<file path="config.mk">
export PLATFORM = sky130hd
export DESIGN_NAME = ssk_range_kernel
export DESIGN_NICKNAME = d
export VERILOG_FILES = /design/src/rtl/ssk_pkg.sv /design/src/rtl/ssk_weight_bank.sv /design/src/rtl/ssk_sum_unit.sv /design/src/rtl/ssk_walker.sv /design/src/rtl/ssk_range_kernel.sv
export SDC_FILE = /design/constraint.sdc
export NUM_CORES = 1
export LEC_CHECK = 0
export ABC_AREA = 1
export ABC_CLOCK_PERIOD_IN_PS = 8270
export BUFFER_PORTS_ARGS = -buffer_cell sky130_fd_sc_hd__buf_2
export CAP_MARGIN = 20
export CORE_UTILIZATION = 39
export CTS_CLUSTER_DIAMETER = 60
export CTS_CLUSTER_SIZE = 10
export DETAILED_ROUTE_END_ITERATION = 7
export PLACE_DENSITY = 0.64
export REMOVE_ABC_BUFFERS = 1
export SLEW_MARGIN = 20
export SYNTH_ARGS = -nofsm -noshare
export SYNTH_HDL_FRONTEND = slang
export SYNTH_SLANG_ARGS = --single-unit
</file>
<file path="constraint.sdc">
create_clock -name clk -period 8.27 [get_ports clk]
set_input_delay 0.4135 -clock clk [delete_from_list [all_inputs] [get_ports clk]]
set_output_delay 0.4135 -clock clk [all_outputs]
set_load 0.005 [all_outputs]
</file>
<file path="src/rtl/ssk_pkg.sv">
package ssk_pkg;
   typedef enum logic {
      SK_IDLE = 1'b0,
      SK_SCAN = 1'b1
   } sk_state_e;

   function automatic int sk_sum_width(input int n_obj, input int w_bits);
      return w_bits + $clog2(n_obj + 1);
   endfunction
endpackage

</file>
<file path="src/rtl/ssk_weight_bank.sv">
module ssk_weight_bank #(
   parameter int M     = 8,
   parameter int WW    = 8,
   parameter int IDX_W = 3
) (
   input  logic            clk,
   input  logic            rst_n,
   input  logic            wr_en,
   input  logic [IDX_W-1:0] wr_idx,
   input  logic [WW-1:0]   wr_val,
   output logic [M*WW-1:0] w_flat
);
   for (genvar i = 0; i < M; i++) begin : g_slot
      logic [WW-1:0] slot_q;
      always_ff @(posedge clk) begin
         if (!rst_n)
            slot_q <= '0;
         else if (wr_en && (wr_idx == IDX_W'(i)))
            slot_q <= wr_val;
      end
      assign w_flat[i*WW +: WW] = slot_q;
   end
endmodule

</file>
<file path="src/rtl/ssk_sum_unit.sv">
module ssk_sum_unit #(
   parameter int M          = 8,
   parameter int WW         = 8,
   parameter int SW         = 12,
   parameter bit ADDER_TREE = 1'b1
) (
   input  logic [M*WW-1:0] w_flat,
   input  logic [M-1:0]    sel,
   output logic [SW-1:0]   total
);
   localparam int LV = (M > 1) ? $clog2(M) : 0;
   localparam int P  = 1 << LV;

   if (ADDER_TREE) begin : g_tree
      always_comb begin
         logic [SW-1:0] nd [2*P-1];
         for (int i = 0; i < P; i++) begin
            if (i < M && sel[i])
               nd[P-1+i] = {{(SW-WW){1'b0}}, w_flat[i*WW +: WW]};
            else
               nd[P-1+i] = '0;
         end
         for (int j = P - 2; j >= 0; j--)
            nd[j] = nd[2*j+1] + nd[2*j+2];
         total = nd[0];
      end
   end else begin : g_chain
      always_comb begin
         logic [SW-1:0] acc;
         acc = '0;
         for (int i = 0; i < M; i++)
            if (sel[i])
               acc = acc + {{(SW-WW){1'b0}}, w_flat[i*WW +: WW]};
         total = acc;
      end
   end
endmodule

</file>
<file path="src/rtl/ssk_walker.sv">
module ssk_walker
   import ssk_pkg::*;
#(
   parameter int M  = 8,
   parameter int CW = 9
) (
   input  logic          clk,
   input  logic          rst_n,
   input  logic          go,
   input  logic [M-1:0]  first,
   input  logic [M-1:0]  last,
   input  logic          hit,
   input  logic          out_ready,
   output logic [M-1:0]  cur,
   output logic          out_valid,
   output logic          scanning,
   output logic          finished,
   output logic [CW-1:0] hits
);
   localparam logic [M-1:0]  ONE  = M'(1);
   localparam logic [CW-1:0] CONE = CW'(1);

   sk_state_e     st_q;
   logic [M-1:0]  cur_q, last_q;
   logic          fin_q;
   logic [CW-1:0] cnt_q;
   logic          accept, adv, empty;

   assign scanning  = (st_q == SK_SCAN);
   assign accept    = go && !scanning;
   assign empty     = first > last;
   assign out_valid = scanning && hit;
   assign adv       = scanning && (!hit || out_ready);

   always_ff @(posedge clk) begin
      if (!rst_n) begin
         st_q   <= SK_IDLE;
         cur_q  <= '0;
         last_q <= '0;
         fin_q  <= 1'b0;
         cnt_q  <= '0;
      end else if (accept) begin
         cnt_q  <= '0;
         cur_q  <= first;
         last_q <= last;
         fin_q  <= empty;
         st_q   <= empty ? SK_IDLE : SK_SCAN;
      end else if (adv) begin
         if (hit)
            cnt_q <= cnt_q + CONE;
         if (cur_q == last_q) begin
            st_q  <= SK_IDLE;
            fin_q <= 1'b1;
         end else begin
            cur_q <= cur_q + ONE;
         end
      end
   end

   assign cur      = cur_q;
   assign finished = fin_q;
   assign hits     = cnt_q;

   assert_stall_hold_R5: assert property (@(posedge clk) disable iff (!rst_n)
      out_valid && !out_ready |=> out_valid && $stable(cur_q));
   assert_step_R4: assert property (@(posedge clk) disable iff (!rst_n)
      adv && (cur_q != last_q) |=> scanning && (cur_q == $past(cur_q) + ONE));
   assert_finish_R6: assert property (@(posedge clk) disable iff (!rst_n)
      adv && (cur_q == last_q) |=> fin_q && !scanning);
   assert_done_idle_R6: assert property (@(posedge clk) disable iff (!rst_n)
      fin_q |-> !scanning);
   assert_count_still_R7: assert property (@(posedge clk) disable iff (!rst_n)
      scanning && !(out_valid && out_ready) |=> cnt_q == $past(cnt_q));
   assert_empty_range_R8: assert property (@(posedge clk) disable iff (!rst_n)
      accept && empty |=> fin_q && !scanning && (cnt_q == '0));
endmodule

</file>
<file path="src/rtl/ssk_range_kernel.sv">
module ssk_range_kernel
   import ssk_pkg::*;
#(
   parameter int M          = 8,
   parameter int WW         = 8,
   parameter bit ADDER_TREE = 1'b1,
   localparam int IDX_W     = (M > 1) ? $clog2(M) : 1,
   localparam int SUM_W     = sk_sum_width(M, WW),
   localparam int CW        = M + 1
) (
   input  logic             clk,
   input  logic             rst_n,
   input  logic             wt_we,
   input  logic [IDX_W-1:0] wt_idx,
   input  logic [WW-1:0]    wt_data,
   input  logic [SUM_W-1:0] target,
   input  logic [M-1:0]     start_mask,
   input  logic [M-1:0]     end_mask,
   input  logic             go,
   output logic             match_valid,
   input  logic             match_ready,
   output logic [M-1:0]     match_mask,
   output logic             busy,
   output logic             done,
   output logic [CW-1:0]    match_count
);
   if (M < 1 || M > 32) begin : g_bad_m
      $error("ssk_range_kernel: M must lie in 1..32");
   end
   if (WW < 1) begin : g_bad_ww
      $error("ssk_range_kernel: WW must be at least 1");
   end

   logic [M*WW-1:0]  w_flat;
   logic [M-1:0]     cur;
   logic [SUM_W-1:0] total, tgt_q;
   logic             hit, scanning;

   ssk_weight_bank #(.M(M), .WW(WW), .IDX_W(IDX_W)) u_bank (
      .clk    (clk),
      .rst_n  (rst_n),
      .wr_en  (wt_we && !scanning),
      .wr_idx (wt_idx),
      .wr_val (wt_data),
      .w_flat (w_flat)
   );

   ssk_sum_unit #(.M(M), .WW(WW), .SW(SUM_W), .ADDER_TREE(ADDER_TREE)) u_sum (
      .w_flat (w_flat),
      .sel    (cur),
      .total  (total)
   );

   always_ff @(posedge clk) begin
      if (!rst_n)
         tgt_q <= '0;
      else if (go && !scanning)
         tgt_q <= target;
   end

   assign hit = (total == tgt_q);

   ssk_walker #(.M(M), .CW(CW)) u_walk (
      .clk       (clk),
      .rst_n     (rst_n),
      .go        (go),
      .first     (start_mask),
      .last      (end_mask),
      .hit       (hit),
      .out_ready (match_ready),
      .cur       (cur),
      .out_valid (match_valid),
      .scanning  (scanning),
      .finished  (done),
      .hits      (match_count)
   );

   assign match_mask = cur;
   assign busy       = scanning;

   assert_weights_frozen_R1: assert property (@(posedge clk) disable iff (!rst_n)
      scanning |=> $stable(w_flat));
   assert_target_frozen_R2: assert property (@(posedge clk) disable iff (!rst_n)
      scanning |=> $stable(tgt_q));
   assert_empty_mask_sum_R3: assert property (@(posedge clk) disable iff (!rst_n)
      (cur == '0) |-> (total == '0));
endmodule

</file>
Word level (Yosys, flattened, before mapping)
Index checks and enable logic that the tools add are counted.
{ "totals": {"reg_bits": 103, "latch_bits": 0, "mem_bits_rw": 0, "rom_bits": 0, "input_bits": 44, "output_inout_bits": 20, "wordCells": 75, "n_memories": 0} }
{ "classes": {"addsub": 9, "multipliers": 0, "div": 0, "magnitude_cmp": 1, "n_eq_ne": 10, "n_shift": 0, "muxes": 18, "bitwise": 1, "n_reduce_logical": 22} }
{ "op_table": {"columns": ["op", "n"], "rows": [
  ["8-bit 2-to-1 mux", 11],
  ["12-bit adder", 7],
  ["12-bit == test", 1],
  ["3-bit == test, second input constant", 4],
  ["1-bit logical AND", 12],
  ["9-bit by 1-bit adder with 9-bit output, second input constant", 1],
  ["8-bit by 1-bit adder with 8-bit output, second input constant", 1],
  ["8-bit == test", 1],
  ["8-bit greater-than comparator", 1],
  ["1-bit 2-to-1 mux", 7],
  ["3-bit by 2-bit == test with 1-bit output, second input constant", 2],
  ["2-bit AND reduction", 3],
  ["2-bit nonzero test", 2],
  ["3-bit by 1-bit == test with 1-bit output, second input constant", 1],
  ["3-bit logical NOT", 1],
  ["1-bit logical NOT", 2],
  ["2-bit by 1-bit inequality test with 1-bit output, second input constant", 1],
  ["2-bit OR reduction", 1],
  ["1-bit logical OR", 1],
  ["1-bit NOT", 1]
]} }

Depth between registers and ports, before layout
{ "depth": {"depth_word": 10, "mapped_depth": 26, "ltp_nobuf": 24} }

By module
From an unflattened synthesis, not the netlist that was laid out.
{ "unflattened": {"cells_unflattened": 1123, "area_unflattened_um2": 7325.8} }
{ "modules_own_cells": {"columns": ["module", "instances", "cells_each", "area_each_um2", "seq_area_each_um2"], "rows": [
  ["ssk_weight_bank", 1, 368, 2544.9, 1281.2],
  ["ssk_sum_unit", 1, 399, 2409.8, 0.0],
  ["ssk_walker", 1, 265, 1721.7, 540.5],
  ["ssk_range_kernel", 1, 91, 649.4, 240.2]
]} }

Worst setup path after synthesis
OpenSTA, ideal clock, no wires.
{ "synth_path": {"path_kind": "register -> output", "start": "reg u_walk.cur_q[7] (netlist: u_walk.cur[7])", "end": "out match_valid", "t_arrival_ns": 4.441, "required_ns": 7.856, "setup_slack_ns": 3.415, "stages_incl_launch_ff": 18, "cell_sequence": "dfxtp_1 -> clkbuf_1 -> nand2_1 -> fa_1 -> fa_1 -> fa_1 -> fa_1 -> inv_1 -> ha_1 -> fa_1 -> or2_1 -> nand3b_1 -> nand2_1 -> nor2_1 -> nand3_1 -> nor2_4 -> nand2_1 -> nor2_4"} }
{ "synth_via": {"elab_chain_cells": 6} }
{ "synth_lines": {"columns": ["element", "line_no", "rtl"], "rows": [
  ["from (decl)", "ssk_walker.sv:24", "logic [M-1:0] cur_q, last_q;"],
  ["from (signal assigned)", "ssk_walker.sv:44", "cur_q <= first;"],
  ["from (signal assigned)", "ssk_walker.sv:55", "cur_q <= cur_q + ONE;"],
  ["8-bit 2-to-1 mux", "ssk_sum_unit.sv:18", "if (i < M && sel[i])"],
  ["12-bit adder (3 in a row)", "ssk_sum_unit.sv:24", "nd[j] = nd[2*j+1] + nd[2*j+2];"],
  ["12-bit == test", "ssk_range_kernel.sv:61", "assign hit = (total == tgt_q);"],
  ["1-bit logical AND", "ssk_walker.sv:32", "assign out_valid = scanning && hit;"],
  ["to (decl)", "ssk_range_kernel.sv:20", "output logic match_valid,"]
]} }
No other way between the ends.

Final worst setup path
{ "layout_path": {"start": "reg u_walk.cur_q[6] (netlist: u_walk.cur[6])", "end": "out match_valid"} }
Same word-level chain as after synthesis.

==> run summary <==
Post-route minimum period -> 5580 ps
EDFF count, synth -> 0
Vias in the first global route -> 5146
Die footprint -> 16800 µm²
Die Wd -> 130 µm
Post-synthesis cell area -> 6360 µm²
Worst-path clk slew -> 80 ps
CTS tree -> yes
Final Skew -> 15.9 ps
Maxcap violations -> 0
Setup WS pre-CTS -> 3060 ps
Fin. max-slew vios -> 0
Crit path DAT -> 5170 ps
Fraction of layout cells with a size suffix above 1 -> 10.6%
Critical path's top delay family -> adder cells
Most frequent cell after synthesis -> nor2_1
Die Y-Extent -> 130 µm
CTS buffer count -> 9
Drt drc -> 0
Synth top area share -> 32.4%
Ys async rst share -> 0%
Final hold viol count -> 0
Clk root buf -> clkbuf_16
Total negative slack -> 0 ps
Detail Route Antenna Nets -> 0
Largest cells by area after synthesis -> dfxtp_1 (32%), fa_1 (15%), nor2_1 (11%)
R2R depth -> 19
Clk sink count -> 103
Post-synthesis mux area share -> 0.630%
Worst slew margin -> 54.8%
GP Congestion -> 0.863
Post-CTS Setup Inserts -> 0
Most used DFF post-synth -> dfxtp_1
Yosys warning count -> 0
Combinational family with the most area after synthesis -> simple AND/OR/NAND/NOR gates
Clock latency on the worst-skew pair -> 370 ps
Final setup viols -> 0
Final nets -> 1026
Most frequent cells after synthesis -> nor2_1 (182), nand2_1 (152), inv_1 (125)
Fmax -> 179 MHz
Pin count of the biggest net entering global routing -> 57
Port-buffer cells -> 63
RSZ-0062 raised after global routing -> no
Cells after synthesis -> 872
Row count -> 46
Antenna cells -> 0
P&R area growth vs syn -> 12.2%
Routed wire length -> 16.2 mm
Type of origin of the critical path -> flip-flop
Cell at the slowest stage of the critical path -> dfxtp_1
Core ar. -> 15900 µm²
Post-DP HPWL -> 12.3 mm
Worst-margin pin slew -> 675 ps
DR iter-0 viols -> 322
Vias/cell -> 4.81
WP depth -> 17
Post-synthesis compound-gate area fraction -> 9.82%
First-pass DRT Iterations -> 5
Post-cts sizing count -> 0
First-pass GRT wire length -> 26.7 mm
Worst Path Buf+Inv -> 2
Critical path's most frequent cell -> fa_1
Wire length per cell -> 14.3 µm
Critical Path, Cell by Cell -> nand2_1 -> fa_1 -> fa_1 -> fa_1 -> fa_1 -> inv_1 -> ha_1 -> fa_1 -> or2_1 -> nand3b_1 -> nand2_1 -> nor2_1 -> nand3_1 -> nor2_4 -> nand2_1 -> nor2_4 -> buf_2
Post-Synth Simple-Gate Area -> 25.6%
Avg Cell Area, Syn -> 7.29 µm²
PD cells -> 166 nW/µm²
Io pins -> 64
Fin crit share -> 67.5%
Initial Util -> 40.0%
Leak -> 0.00334 µW
Xor/xnor cell area share of the yosys netlist -> 2.89%
Hold-fix buffers, CTS -> 0
Status -> finished, final reports clean
Post-synth cell types -> 31
Via count -> 5461
Req. time, crit path -> 7860 ps
WS Path Type -> flip-flop to output pin
Clk buf depth -> 2
PnR worst setup slack -> 2690 ps
Worst Path Max Fanout -> 14
Yosys top cell by area -> dfxtp_1
Critical Path Sink Type -> output pin
WHS Path Cells -> 3
Grt ovf -> 0
Worst vdd ir -> 0.0935 mV
Post-Synth Adder-Cell Area -> 18.9%
Synth Register Bits -> 103
Hold slack -> 304 ps
Final Core Density -> 44.9%
Flop-to-flop setup slack -> 3160 ps
Seq/Total Area, Yosys -> 32.4%
Max stage delay on crit path -> 650 ps
Worst min-delay path class -> input pin to flip-flop
CTS HTree Levels -> 3
Initial antenna violation count -> 0
Gr usage total -> 21.2%
[layout by cell type, fill, tap and decap left out]
cell	instances
a21oi_1	30
a31oi_1	1
buf_2	63
buf_4	2
bufinv_16	1
clkbuf_16	9
clkinv_8	1
dfxtp_1	103
fa_1	47
ha_1	21
inv_1	125
inv_2	2
inv_6	4
inv_8	1
mux2i_1	4
nand2_1	152
nand2_2	5
nand2_4	1
nand3_1	23
nand3_2	1
nand3_4	2
nand3b_1	2
nand4_1	14
nor2_1	182
nor2_4	3
nor3_1	3
o211ai_1	1
o21ai_0	90
o21ai_1	2
or2_1	1
or2_2	2
xnor2_1	13
xor2_1	8
[final cells by class]
type | count | area [µm²]
fillers | 1653 | 8750
multi-input cells | 608 | 3680
flip-flops and latches | 103 | 2060
inverters | 127 | 477
repair buffers | 65 | 330
well taps | 216 | 270
clock buffers | 9 | 225
clock inverters | 7 | 92.6
[sequential cells by signal, summed over array words and instances, names as in the netlist]
name                  cells
u_walk.scanning           1
u_walk.finished           1
tgt_q                    12
u_walk.hits               9
u_walk.cur                8
u_walk.last_q             8
u_bank.g_slot.slot_q     64
[tightest hold or removal path, delay by kind of cell]
family,cells,cell delay (ps)
compound gates,1,110
buf+inv,2,120
[worst paths after layout]
| path | from | to |
|---|---|---|
| max reg2reg | u_walk.cur[6] | u_walk.hits[5] |
| min | end_mask[1] | u_walk.last_q[1] |
| min reg2reg | tgt_q[11] | tgt_q[11] |
| max | u_walk.cur[6] | match_valid |
[per-stage QoR]
stage / instances / cell area (µm²) / total power, µW
after floorplan: 838 / 6220 / 665
after global placement: 1119 / 6820 / 733
after detailed placement: 1119 / 6820 / 735
after CTS: 1135 / 7140 / 1200
after global routing: 1135 / 7140 / 1250
final: 1135 / 7140 / 1190
[routing by layer]
| metal | global-route usage (%) | up-vias | share of wire [%] |
|---|---|---|---|
| met5 | 0 | - | 0 |
| met4 | 5.34 | 0 | 0.91 |
| met3 | 4.42 | 10 | 4.9 |
| met2 | 33.9 | 116 | 46 |
| met1 | 29.3 | 2560 | 48 |
| li1 | - | 2775 | - |
[cell families after synthesis]
family / count (synthesis)
AOI/OAI and AO/OA: 124
xor gates and xnor gates: 21
adders and majority gates: 68
buffers and inverters: 161
DFF: 103
muxes: 4
and+or+nand+nor: 391
[power breakdown]
part	total (µW)	switching (µW)	internal, µW
Combinational	168	104	63.3
Clock	462	218	244
Sequential	556	34.2	521
Note: power is estimated with default switching activity, not from simulation.
